[config.mk]
export PLATFORM = sky130hd
export DESIGN_NAME = pwr_idle_hs
export DESIGN_NICKNAME = d
export VERILOG_FILES = /design/src/rtl/idle_hs_pkg.sv /design/src/rtl/idle_hs_fsm.sv /design/src/rtl/idle_hs_gate.sv /design/src/rtl/idle_hs_buserr.sv /design/src/rtl/pwr_idle_hs.sv
export SDC_FILE = /design/constraint.sdc
export NUM_CORES = 1
export LEC_CHECK = 0
export BUFFER_PORTS_ARGS = -buffer_cell sky130_fd_sc_hd__buf_2
export CORE_AREA = 2 2 39 41
export DETAILED_ROUTE_END_ITERATION = 16
export DIE_AREA = 0 0 41 43
export HOLD_SLACK_MARGIN = 0.03
export PLACE_DENSITY = 0.49
export SETUP_SLACK_MARGIN = 0.5
export SYNTH_ARGS = -nofsm -noshare
export SYNTH_HDL_FRONTEND = slang
export SYNTH_SLANG_ARGS = --single-unit
[constraint.sdc]
create_clock -name clk -period 1.3 [get_ports clk]
set_clock_uncertainty 0.05 [all_clocks]
set_input_delay 0.13 -clock clk [delete_from_list [all_inputs] [get_ports clk]]
set_output_delay 0.13 -clock clk [all_outputs]
set_load 0.05 [all_outputs]
[src/rtl/idle_hs_pkg.sv]
package idle_hs_pkg;

  typedef enum logic [1:0] {
    ST_NORMAL     = 2'd0,
    ST_SMART_WAIT = 2'd1,
    ST_IDLE_ACK   = 2'd2,
    ST_REFUSED    = 2'd3
  } idle_st_e;

  localparam logic [1:0] MODE_FORCE  = 2'b00;
  localparam logic [1:0] MODE_NOIDLE = 2'b01;

  function automatic logic mode_is_force(input logic [1:0] m);
    return m == MODE_FORCE;
  endfunction

  function automatic logic mode_is_smart(input logic [1:0] m);
    return m[1];
  endfunction

endpackage

[src/rtl/idle_hs_fsm.sv]
module idle_hs_fsm
  import idle_hs_pkg::*;
(
  input  logic       clk,
  input  logic       rst_n,
  input  logic       idle_req,
  input  logic [1:0] mode,
  input  logic       evt_any,
  output idle_st_e   st,
  output logic       ack,
  output logic       leave_ack,
  output logic       forced
);

  idle_st_e st_q, st_d;
  logic     forced_q;

  always_comb begin
    st_d = st_q;
    unique case (st_q)
      ST_NORMAL: begin
        if (idle_req) begin
          if (mode_is_force(mode))      st_d = ST_IDLE_ACK;
          else if (mode_is_smart(mode)) st_d = evt_any ? ST_REFUSED : ST_SMART_WAIT;
        end
      end
      ST_SMART_WAIT: begin
        if (!idle_req)    st_d = ST_NORMAL;
        else if (evt_any) st_d = ST_REFUSED;
        else              st_d = ST_IDLE_ACK;
      end
      ST_IDLE_ACK: if (!idle_req) st_d = ST_NORMAL;
      ST_REFUSED:  if (!idle_req) st_d = ST_NORMAL;
      default:     st_d = ST_NORMAL;
    endcase
  end

  always_ff @(posedge clk) begin
    if (!rst_n) begin
      st_q     <= ST_NORMAL;
      forced_q <= 1'b0;
    end else begin
      st_q <= st_d;
      if (st_q == ST_NORMAL && st_d == ST_IDLE_ACK) forced_q <= 1'b1;
      else if (st_d != ST_IDLE_ACK)                 forced_q <= 1'b0;
    end
  end

  assign st        = st_q;
  assign ack       = (st_q == ST_IDLE_ACK);
  assign leave_ack = (st_q == ST_IDLE_ACK) && (st_d != ST_IDLE_ACK);
  assign forced    = forced_q;

  a_r1_force_ack: assert property (@(posedge clk) disable iff (!rst_n)
    (st_q == ST_NORMAL && idle_req && mode == MODE_FORCE) |=> ack);

  a_r6_refuse_holds: assert property (@(posedge clk) disable iff (!rst_n)
    (st_q == ST_REFUSED && idle_req) |=> (st_q == ST_REFUSED && !ack));

  a_r5_smart_waits: assert property (@(posedge clk) disable iff (!rst_n)
    ($rose(ack) && !forced_q) |-> ($past(st_q) == ST_SMART_WAIT));

  a_r4_ack_drops: assert property (@(posedge clk) disable iff (!rst_n)
    (ack && !idle_req) |=> !ack);

  a_r8_never_idle: assert property (@(posedge clk) disable iff (!rst_n)
    (st_q == ST_NORMAL && mode == MODE_NOIDLE) |=> (st_q == ST_NORMAL));

endmodule

[src/rtl/idle_hs_gate.sv]
module idle_hs_gate #(
  parameter int NIRQ = 2,
  parameter int NDMA = 2
) (
  input  logic            clk,
  input  logic            rst_n,
  input  logic            ack,
  input  logic            leave_ack,
  input  logic [NIRQ-1:0] irq_in,
  input  logic [NDMA-1:0] dma_in,
  output logic [NIRQ-1:0] irq_out,
  output logic [NDMA-1:0] dma_out
);

  logic hold_q;
  logic mask;

  always_ff @(posedge clk) begin
    if (!rst_n) hold_q <= 1'b0;
    else        hold_q <= leave_ack;
  end

  assign mask = ack | hold_q;

  for (genvar i = 0; i < NIRQ; i++) begin : g_irq
    assign irq_out[i] = irq_in[i] & ~mask;
  end
  for (genvar j = 0; j < NDMA; j++) begin : g_dma
    assign dma_out[j] = dma_in[j] & ~mask;
  end

  a_r2_lines_quiet: assert property (@(posedge clk) disable iff (!rst_n)
    ack |-> (irq_out == '0 && dma_out == '0));

endmodule

[src/rtl/idle_hs_buserr.sv]
module idle_hs_buserr (
  input  logic clk,
  input  logic rst_n,
  input  logic bus_acc,
  input  logic idle_req,
  input  logic ack,
  input  logic forced,
  output logic bus_err
);

  logic err_q;

  always_ff @(posedge clk) begin
    if (!rst_n) err_q <= 1'b0;
    else        err_q <= bus_acc & idle_req & ack & forced;
  end

  assign bus_err = err_q;

  a_r9_err_cause: assert property (@(posedge clk) disable iff (!rst_n)
    bus_err |-> ($past(bus_acc) && $past(idle_req)));

endmodule

[src/rtl/pwr_idle_hs.sv]
module pwr_idle_hs
  import idle_hs_pkg::*;
#(
  parameter int NIRQ = 2,
  parameter int NDMA = 2
) (
  input  logic            clk,
  input  logic            rst_n,
  input  logic            idle_req_i,
  input  logic [1:0]      idle_mode_i,
  input  logic [NIRQ-1:0] irq_evt_i,
  input  logic [NDMA-1:0] dma_evt_i,
  input  logic            bus_acc_i,
  output logic            idle_ack_o,
  output logic [NIRQ-1:0] irq_o,
  output logic [NDMA-1:0] dma_o,
  output logic            bus_err_o
);

  idle_st_e st;
  logic     evt_any;
  logic     ack;
  logic     leave_ack;
  logic     forced;

  assign evt_any = (|irq_evt_i) | (|dma_evt_i);

  idle_hs_fsm u_fsm (
    .clk       (clk),
    .rst_n     (rst_n),
    .idle_req  (idle_req_i),
    .mode      (idle_mode_i),
    .evt_any   (evt_any),
    .st        (st),
    .ack       (ack),
    .leave_ack (leave_ack),
    .forced    (forced)
  );

  idle_hs_gate #(.NIRQ(NIRQ), .NDMA(NDMA)) u_gate (
    .clk       (clk),
    .rst_n     (rst_n),
    .ack       (ack),
    .leave_ack (leave_ack),
    .irq_in    (irq_evt_i),
    .dma_in    (dma_evt_i),
    .irq_out   (irq_o),
    .dma_out   (dma_o)
  );

  idle_hs_buserr u_err (
    .clk      (clk),
    .rst_n    (rst_n),
    .bus_acc  (bus_acc_i),
    .idle_req (idle_req_i),
    .ack      (ack),
    .forced   (forced),
    .bus_err  (bus_err_o)
  );

  assign idle_ack_o = ack;

  a_r4_exit_masked: assert property (@(posedge clk) disable iff (!rst_n)
    $fell(idle_ack_o) |-> (irq_o == '0 && dma_o == '0));

  a_r9_no_err_awake: assert property (@(posedge clk) disable iff (!rst_n)
    !idle_ack_o |=> !bus_err_o);

  a_r6_no_ack_on_event: assert property (@(posedge clk) disable iff (!rst_n)
    (st == ST_SMART_WAIT && evt_any) |=> !idle_ack_o);

endmodule

Word-level counts from Yosys, hierarchy flattened:

Cells that the tools add are included.
W data, S select, Z words.

* equal/unequal tests: 5
* mux-type cells: 10
* bitwise operators: 10
* reductions and logical operators: 8

Operator list (count)
* $mux W2: 6
* $and A1 B1 Y1: 7
* $eq A2 B2 Y1 const B: 3
* $pmux W2 S3: 1
* $reduce_or A2 Y1: 3
* $logic_not A2 Y1: 2
* $mux W1: 3
* $eq A2 B1 Y1 const B: 1
* $logic_and A1 B1 Y1: 2
* $ne A2 B2 Y1 const B: 1
* $or A1 B1 Y1: 2
* $reduce_bool A2 Y1: 1
* $not A1 Y1: 1

* bits in registers: 5
* input bits: 10
* output and inout bits: 6

Depth between registers and ports, before layout:

Gate-level depths: netlist of the first run.

* word-level depth: 10
* mapped depth: 3
* mapped depth without buffers: 3

Hierarchy:

From an unflattened synthesis of the first run, not the netlist that was laid out.

* cell total of the unflattened synthesis: 29
* area total of the unflattened synthesis: 246.5 um^2

By module, submodules not included
* idle_hs_fsm: instances 1, cells each 18, area each 150.1 um^2, seq. area each 60.1 um^2
* idle_hs_gate: instances 1, cells each 6, area each 56.3 um^2, seq. area each 20.0 um^2
* idle_hs_buserr: instances 1, cells each 4, area each 32.5 um^2, seq. area each 20.0 um^2
* pwr_idle_hs: instances 1, cells each 1, area each 7.5 um^2, seq. area each 0.0 um^2

Worst setup path after synthesis of the first run:

No wires, ideal clock.

* path kind: reg-to-output
* from: reg u_fsm.st_q[1] (netlist: u_fsm.st[1])
* to: out dma_o[0]
* arrival time: 1.643 ns
* required time: 1.120 ns
* slack: -0.523 ns
* cell stages (with the launch flop): 4
* path through: dfxtp_1 nor2b_1 nor2_1 and2_1

* longest elaborated chain between the ends: 4

Ends and longest elaborated chain
* start, declared: RTL line idle_hs_fsm.sv:15 `idle_st_e st_q, st_d;`
* start signal, assigned: RTL line idle_hs_fsm.sv:43 `st_q <= st_d;`
* $eq A2 B2 Y1: RTL line idle_hs_fsm.sv:50 `assign ack = (st_q == ST_IDLE_ACK);`
* named net idle_ack_o: RTL line pwr_idle_hs.sv:14 `output logic idle_ack_o,`
* $or A1 B1 Y1: RTL line idle_hs_gate.sv:23 `assign mask = ack | hold_q;`
* $not A1 Y1: RTL line idle_hs_gate.sv:29 `assign dma_out[j] = dma_in[j] & ~mask;`
* $and A1 B1 Y1: RTL line idle_hs_gate.sv:29
* end, declared: RTL line pwr_idle_hs.sv:16 `output logic [NDMA-1:0] dma_o,`

The timed path passes the listed nets, and every way through them passes these cells.

Final worst setup path of the first run:

* from: reg u_fsm.st_q[1] (netlist: u_fsm.st[1])
* to: out dma_o[0]

* longest elaborated chain between the ends: 4

Ends and longest elaborated chain (RTL line)
* $eq A2 B2 Y1: idle_hs_fsm.sv:50
* $or A1 B1 Y1: idle_hs_gate.sv:23
* $not A1 Y1: idle_hs_gate.sv:29
* $and A1 B1 Y1: idle_hs_gate.sv:29

Every way passes these cells.

==> qor.csv, run 1 <==
metric,value,unit
status,"complete, but fails checks",
failing checks,negative setup slack,
Yosys Warn Count,0,
pwr/cell area,1050,mW/mm^2
Final Hold Viols,0,
Worst-Margin Slew,244,ps
CTS sink count,5,
Static Leak,0.230,nW
Detailed Route Iter0 Violations,8,
Netlist cell types,15,
"top cells by area, synth","dfxtp_1 (41%), and2_1 (10%), and2_2 (6.1%), a211oi_2 (5.1%), nor2_1 (4.6%)",
port bufs,15,
final setup margin,-10.3,ps
largest net degree at the start of global routing,6,
minimum clock period,1310,ps
layout cells sized above 1,74.5,%
H-Tree Level Count,1,
endpoint class of the critical path,output port,
Chip Height,43,um
initial antenna violation count,0,
routed len/inst,10.5,um
Cells after Synth,25,
final setup fails,4,
I/O Pins,16,
DRT Pass-1 Iters,4,
CTS tree,done,
Die X,41,um
Pins Over Slew Limit,0,
RSZ-0062 raised after global routing,true,
Min Hold Slack,52.5,ps
via count,270,
Worst Setup Start Kind,flop,
CP arrival,1130,ps
Worst slew margin,83.7,%
Total Nets Final,58,
top-area cell type share of the netlist area,40.8,%
VDD IR max,0.458,mV
ANT cells,0,
post-route cell area,487,um^2
CP Class,reg -> out,
wire length of the first global-routing pass,1280,um
drt via density,4.29,
Skew-Pair Late Insertion Delay,240,ps
Layout area overhead,98.5,%
f_max,763,MHz
routed wire length,659,um
GRT overflow,0,
crit path max fanout,5,
Synthesized Nets,35,
Post-Syn Area,245,um^2
post-synthesis sequential area ratio,40.8,%
HP Class,in -> reg,
Avg Inst Size Synth,9.81,um^2
maximum root-to-sink buffer count,2,
cell taking the most area after synthesis,dfxtp_1,
starting density of the core,17.7,%
Die Area,0.00176,mm^2
# DRC,0,
Root Driver,clkbuf_4,
max-cap viol count,0,
vias in the first global route,315,
final worst path period share,101,%
CTS Buf Count,3,
Worst Path Required,1120,ps
placed cell area,378,um^2
flop and latch count out of synthesis,5,
Total GRT Usage,11.3,%
ANT nets after route,0,
CTS clock-pin slew for the worst setup and hold paths,50,ps
Core ar.,0.00138,mm^2
Rows,14,
GP Congestion,0.639,
registers in the layout, summed over array words and instances (netlist names):
name	cells
u_err.bus_err	1
u_fsm.forced	1
u_fsm.st	2
u_gate.hold_q	1
final cells by class:
class	instances	area (um^2)
Sequential cell	5	106
Multi-Input combinational cell	19	173
Fill cell	143	897
Clock buffer	4	26.3
Tap cell	16	20.0
Timing Repair Buffer	18	158
Inverter	1	3.75
worst max-delay path, stage by stage (launching register included):
cell     delay [ps]
dfxtp_2         360
nor2b_4         180
nor2_4           50
and2_4          160
buf_8           140
cells in the mapped netlist, drive strengths merged:
master and number:
and2 7, dfxtp 5, nor2 3, a211oi 1
a221o 1, and3b 1, and4 1, inv 1
nor2b 1, o211ai 1, or3b 1, or4 1
or4b 1
logic make-up after synthesis:
family                 count (synthesis)  share of synthesized area, %
AO/OA/AOI/OAI                          3                          12.2
buffers and inverters                  1                          1.53
flip-flops                             5                          40.8
AND/OR/NAND/NOR                       16                          45.4
metal layers:
layer | up-vias | wire length [um] | share of wire (%) | track usage [%]
li1 | 133 | - | - | -
met1 | 128 | 244 | 37 | 13.3
met2 | 9 | 391 | 59 | 15.6
met3 | 0 | 23 | 3.5 | 3.14
met4 | 0 | 0 | 0 | 10.0
met5 | - | 0 | 0 | 0
cells in the final DEF (no fill, tap or decap), drive strengths merged, types with 3 or more instances in the layout:
| cell type | n |
|---|---|
| buf | 18 |
| and2 | 7 |
| dfxtp | 5 |
| clkbuf | 4 |
| nor2 | 3 |
where the power goes:
group | switching [mW] | internal (mW) | total [mW] | leakage (nW)
combinational | 0.0801 | 0.0825 | 0.163 | 0.172
clock | 0.0666 | 0.116 | 0.183 | 0.0150
sequential | 0.00707 | 0.160 | 0.167 | 0.0424
total | 0.154 | 0.359 | 0.512 | 0.230
stage by stage:
stage	instances	TNS [ps]	setup WS, ps	power [mW]	util (%)
final	63	-20.9	-10.3	0.512	35.2
after global routing	63	-254	-64.4	0.554	35.2
after CTS	63	-55.7	-15.1	0.523	35.2
after detailed placement	57	-268	-135	0.294	27.3
after global placement	57	-246	-126	0.294	27.3
after floorplan	25	0	7.18	0.259	-
timing repair:
action | in CTS | in global routing
pin swaps | 2 | 0
buffers inserted | 2 | 0
hold endpoints to repair | 0 | 0
hold buffers | 0 | 0
endpoints found under the setup margin | 11 | 11
gates resized for setup | 21 | 0
path summary, 6_finish.rpt:
path,slack [ps],endpoint,from,cells past startpoint
max,-10,dma_o[0],u_fsm.st[1]$_SDFF_PN0_,4
max reg2reg,100,u_fsm.st[1]$_SDFF_PN0_,u_fsm.st[1]$_SDFF_PN0_,3
min,50,u_fsm.forced$_SDFFE_PN0P_,idle_req_i,2
min reg2reg,430,u_err.bus_err$_SDFF_PN0_,u_fsm.forced$_SDFFE_PN0P_,1
(Power assumes the default switching activity.)
==> run 2, diff against run 1 <==
==> constraint.sdc (replaced) <==
create_clock -name clk -period 1.3 [get_ports clk]
set_clock_uncertainty 0.05 [all_clocks]
set_input_delay 0.39 -clock clk [delete_from_list [all_inputs] [get_ports clk]]
set_output_delay 0.39 -clock clk [all_outputs]
set_load 0.05 [all_outputs]
==> run 2 against run 1 <==
Effect of this change: the flow still finishes with violations (negative setup slack); critical path depth did not move; core utilization is 4.1 points higher; first-iteration DRC count down 100%; non-clock buffer count rose by 5; combinational power is 12% higher; wire length increased by 1.2%; die area unchanged; setup slack worse by 230 ps; sequential power fell by 3%; count of clock-buffer cells in the layout is the same; flip-flop and latch count unchanged; critical endpoint is now irq_o[0]; largest cell class is now non-clock buffers.
==> qor.csv, run 2 (synthesis gave the netlist of run 1 again) <==
metric,value,unit,change
dpl cells,61,,+7.0%
failing checks,negative setup slack,,
Core ar.,0.00138,mm^2,unchanged
# DRC,0,,unchanged
crit path max fanout,4,,-1
starting density of the core,17.7,%,unchanged
initial antenna violation count,0,,unchanged
Pins Over Slew Limit,0,,unchanged
maximum root-to-sink buffer count,2,,unchanged
Die X,41,um,unchanged
CP arrival,1100,ps,-30 ps
f_max,649,MHz,-15%
DRT Pass-1 Iters,1,,-3
GRT overflow,0,,unchanged
vias in the first global route,321,,+1.9%
Rows,14,,unchanged
Worst Setup Start Kind,flop,,
DP HPWL,477,um,
CP Class,reg -> out,,
HP Class,in -> reg,,
max-cap viol count,0,,unchanged
via count,297,,+10%
routed len/inst,9.81,um,-6.2%
Root Driver,clkbuf_4,,
GP Congestion,0.747,,+17%
Worst-Margin Slew,237,ps,-6.76 ps
final setup margin,-240,ps,-230 ps
H-Tree Level Count,1,,unchanged
Min Hold Slack,323,ps,+270 ps
VDD IR max,0.364,mV,-21%
ANT nets after route,0,,unchanged
CTS Buf Count,3,,unchanged
pwr/cell area,957,mW/mm^2,-9.1%
drt via density,4.37,,+1.9%
total power,520,uW,+1.4%
dpl ws,-390,ps,-255 ps
CTS tree,done,,
"commonest cells after routing, fill and taps aside","buf_2 (7), buf_4 (7), buf_8 (6), and2_4 (5)",,
largest net degree at the start of global routing,5,,-1
Total Nets Final,63,,+8.6%
Worst Path Required,860,ps,-260 ps
Total GRT Usage,10.6,%,-0.64 points
port bufs,15,,unchanged
CTS sink count,5,,unchanged
CTS clock-pin slew for the worst setup and hold paths,40,ps,about the same
Detailed Route Iter0 Violations,0,,-8
number of flip-flops in the largest register,2,,unchanged
endpoint class of the critical path,output port,,
Final Hold Viols,0,,unchanged
status,"complete, but fails checks",,
minimum clock period,1540,ps,+230 ps
setup TNS,-1310,ps,-1290 ps
final worst path period share,118,%,+18 points
wire length of the first global-routing pass,1240,um,-3.2%
ANT cells,0,,unchanged
layout cells sized above 1,76.9,%,+2.5 points
Layout area overhead,121,%,
Die Area,0.00176,mm^2,unchanged
Static Leak,0.260,nW,+13%
I/O Pins,16,,unchanged
Fill cells,134,,-6.3%
routed wire length,667,um,+1.2%
Final Non-Filler Cells,68,,+7.9%
Chip Height,43,um,unchanged
Worst slew margin,84.1,%,+0.45 points
final setup fails,8,,+4
RSZ-0062 raised after global routing,true,,
Skew-Pair Late Insertion Delay,240,ps,about the same
==> run 2: cell count changes in the layout (fill, tap and decap cells not counted), sizes merged <==
cell	change
buf	+5
==> run 2: metal layers <==
layer  global-route usage (%)  share of wire, %
met2                     17.8                60
met3                     3.66               3.1
met1                     10.6                37
met4                     6.00                 0
met5                        0                 0
==> run 2: area by class of cell <==
cell class | count | area, um^2 | share of cell area (%)
Inverter | 1 | 3.75 | 0.691
Sequential cell | 5 | 109 | 20.0
Multi-Input combinational cell | 19 | 173 | 31.8
Tap cell | 16 | 20.0 | 3.69
Timing Repair Buffer | 23 | 211 | 38.9
Clock buffer | 4 | 26.3 | 4.84
==> run 2: worst max-delay path: stages (launching register included) <==
cell and delay, ps:
dfxtp_2 310, nor2b_4 130, nor2_4 120, and2_4 170
buf_8 140
==> run 2: final timing paths <==
check	cells after the start	end	start	slack [ps]
max reg2reg	4	u_fsm.st[1]$_SDFF_PN0_	u_fsm.st[1]$_SDFF_PN0_	-20
min	2	u_fsm.forced$_SDFFE_PN0P_	idle_req_i	320
min reg2reg	1	u_err.bus_err$_SDFF_PN0_	u_fsm.forced$_SDFFE_PN0P_	430
max	4	irq_o[0]	u_fsm.st[1]$_SDFF_PN0_	-240
==> run 2: repair_timing <==
| item | 4_1_cts | 5_1_grt |
|---|---|---|
| setup endpoints to repair | 11 | 11 |
| pin swaps | 3 | 0 |
| buffers inserted | 2 | 1 |
| hold buffers | 0 | 0 |
| resized for setup | 27 | 0 |
| endpoints found under the hold margin | 0 | 0 |
==> run 2: report_power, final <==
group          internal (mW)  switching [mW]
registers              0.158         0.00417
clock network          0.116          0.0597
logic                 0.0968          0.0852
total                  0.370           0.149
==> run 2: per-stage QoR <==
step	utilization (%)	cell area, um^2
2_1_floorplan	-	269
3_3_place_gp	29.0	402
3_5_place_dp	29.0	402
4_1_cts	38.7	536
5_1_grt	39.2	543
6_report	39.2	543
==> run 3, diff against run 2 <==
REMOVE_ABC_BUFFERS = 1   (was not set)
==> run 3 against run 2 <==
Effect of this change: the flow still finishes with violations (negative setup slack); cell count shrank 1.5%; first-iteration DRC count grew 2; wire length grew 4.3%; critical path depth is the same; die area is the same; setup slack lost 4.3 ps; non-clock buffer count shrank 1; hold slack lost 14 ps; highest routed layer unchanged.
==> qor.csv, run 3 (synthesis gave the netlist of run 1 again) <==
metric,value,unit,change
# DRC,0,,unchanged
number of flip-flops in the largest register,2,,unchanged
RSZ-0062 raised after global routing,true,,
initial antenna violation count,0,,unchanged
"leading cell type in the layout, fill and taps excluded",buf_2,,
CTS Buf Count,3,,unchanged
min-delay src,idle_req_i,,
Root Driver,clkbuf_4,,
layout cells sized above 1,76.5,%,-0.45 points
final worst path period share,119,%,+0.33 points
maximum root-to-sink buffer count,2,,unchanged
final setup margin,-245,ps,-4.31 ps
CTS clock-pin slew for the worst setup and hold paths,40,ps,about the same
pwr/cell area,971,mW/mm^2,+1.5%
Skew-Pair Late Insertion Delay,230,ps,about the same
Layout area overhead,119,%,
Total GRT Usage,8.43,%,-2.2 points
worst path cell trace,"nor2b_4, nor2_4, and2_4, buf_8",,
port bufs,15,,unchanged
HP Class,in -> reg,,
wire length of the first global-routing pass,993,um,-20%
routed wire length,696,um,+4.3%
Detailed Route Iter0 Violations,2,,+2
H-Tree Level Count,1,,unchanged
setup TNS,-1650,ps,-341 ps
Pins Over Slew Limit,0,,unchanged
Die X,41,um,unchanged
critical path's largest stage delay,310,ps,about the same
Rows,14,,unchanged
r2r startpoint,u_fsm.st[1]$_SDFF_PN0_,,
minimum clock period,1540,ps,+4.31 ps
combinational share of power,35.2,%,+0.2 points
failing checks,negative setup slack,,
endpoint class of the critical path,output port,,
CP Class,reg -> out,,
I/O Pins,16,,unchanged
vias in the first global route,274,,-15%
starting density of the core,17.7,%,unchanged
worst hold path depth,2,,unchanged
Hold EP,u_fsm.forced$_SDFFE_PN0P_,,
final setup fails,8,,unchanged
GRT overflow,0,,unchanged
Worst Path Required,860,ps,about the same
drt via density,4.19,,-4.0%
Worst slew margin,82.9,%,-1.2 points
Die Area,0.00176,mm^2,unchanged
Worst Setup Start Kind,flop,,
Worst path slowest cell,dfxtp_2,,
GP Congestion,0.799,,+6.9%
Clock Power Share,33.0,%,-0.8 points
worst reg2reg setup slack,-190,ps,-170 ps
Chip Height,43,um,unchanged
Internal Pwr Total,375,uW,+1.2%
reg2reg path depth,6,,+2
P_sw,148,uW,-1.0%
switch share,28.2,%,-0.45 points
largest net degree at the start of global routing,5,,unchanged
f_max,647,MHz,-0.28%
CTS sink count,5,,unchanged
Worst Setup SP,u_fsm.st[1]$_SDFF_PN0_,,
CTS tree,done,,
ANT nets after route,0,,unchanged
routed len/inst,10.4,um,+5.9%
reg2reg end,u_fsm.st[1]$_SDFF_PN0_,,
Static Leak,0.257,nW,-1.1%
Worst-Margin Slew,256,ps,+18.5 ps
via count,281,,-5.4%
Final Hold Viols,0,,unchanged
Min Hold Slack,309,ps,-13.9 ps
CP arrival,1100,ps,about the same
DRT Pass-1 Iters,2,,+1
crit path max fanout,4,,unchanged
Fill cells,137,,+2.2%
max-cap viol count,0,,unchanged
Total Nets Final,62,,-1.6%
VDD IR max,0.445,mV,+22%
sequential share of power,31.8,%,+0.6 points
status,"complete, but fails checks",,
Core ar.,0.00138,mm^2,unchanged
"commonest cells after routing, fill and taps aside","buf_2 (7), buf_8 (6), and2_4 (5), buf_6 (5), buf_4 (4)",,
ANT cells,0,,unchanged
==> run 3: cell count changes in the layout (fill, tap and decap cells not counted) <==
cell	previous run	this run
buf_6	3	5
dfxtp_2	1	3
dfxtp_4	2	0
buf_4	7	4
==> run 3: timing repair <==
action	CTS	global route
gates cloned	0	0
gates resized for setup	33	4
setup buffers	2	1
endpoints found under the setup margin	11	11
hold buffers	0	0
pin swaps	8	5
==> run 3: worst max-delay path by stage <==
stage | to | cells past startpoint
floorplan | dma_o[0] | 3
global placement | u_fsm.st[0]$_SDFF_PN0_ | 4
detailed placement | u_fsm.st[0]$_SDFF_PN0_ | 4
CTS | irq_o[1] | 4
global route | irq_o[1] | 4
finish | irq_o[1] | 4
==> run 3: critical path: cells and delay by family (launching register included) <==
kind / cells / cell delay [ps]
AND/OR/NAND/NOR: 3 / 430
buffers and inverters: 1 / 140
flip-flops: 1 / 310
==> run 3: metrics by stage <==
stage / setup slack [ps] / util [%] / cells / power, mW / area [um^2]
after floorplan: -783 / - / 25 / 0.244 / 245
after global placement: -398 / 26.8 / 60 / 0.287 / 370
after detailed placement: -413 / 26.8 / 60 / 0.287 / 370
after CTS: -266 / 37.2 / 66 / 0.521 / 514
after global routing: -296 / 38.9 / 67 / 0.552 / 538
final: -245 / 38.9 / 67 / 0.522 / 538
==> run 3: power by group through the flow <==
stage               Combinational, mW  Clock [mW]  Sequential, mW
CTS                             0.175       0.181           0.166
finish                          0.184       0.172           0.166
global route                    0.193       0.192           0.167
detailed placement              0.120           0           0.166
global placement                0.120           0           0.166
floorplan                      0.0769           0           0.167
==> run 3: area by class of cell <==
| cell class | count | area [um^2] | share of cell area, % |
|---|---|---|---|
| inverters | 1 | 3.75 | 0.698 |
| flip-flops and latches | 5 | 104 | 19.3 |
| repair buffers | 22 | 211 | 39.3 |
| well taps | 16 | 20.0 | 3.72 |
| multi-input cells | 19 | 173 | 32.1 |
| clock buffers | 4 | 26.3 | 4.88 |
==> run 3: layer usage <==
layer,track usage [%],vias to the layer above,routed length [um]
met5,0,-,0
met4,2.00,0,0
met3,4.71,0,54
met2,13.1,12,362
met1,9.62,124,280
li1,-,145,-
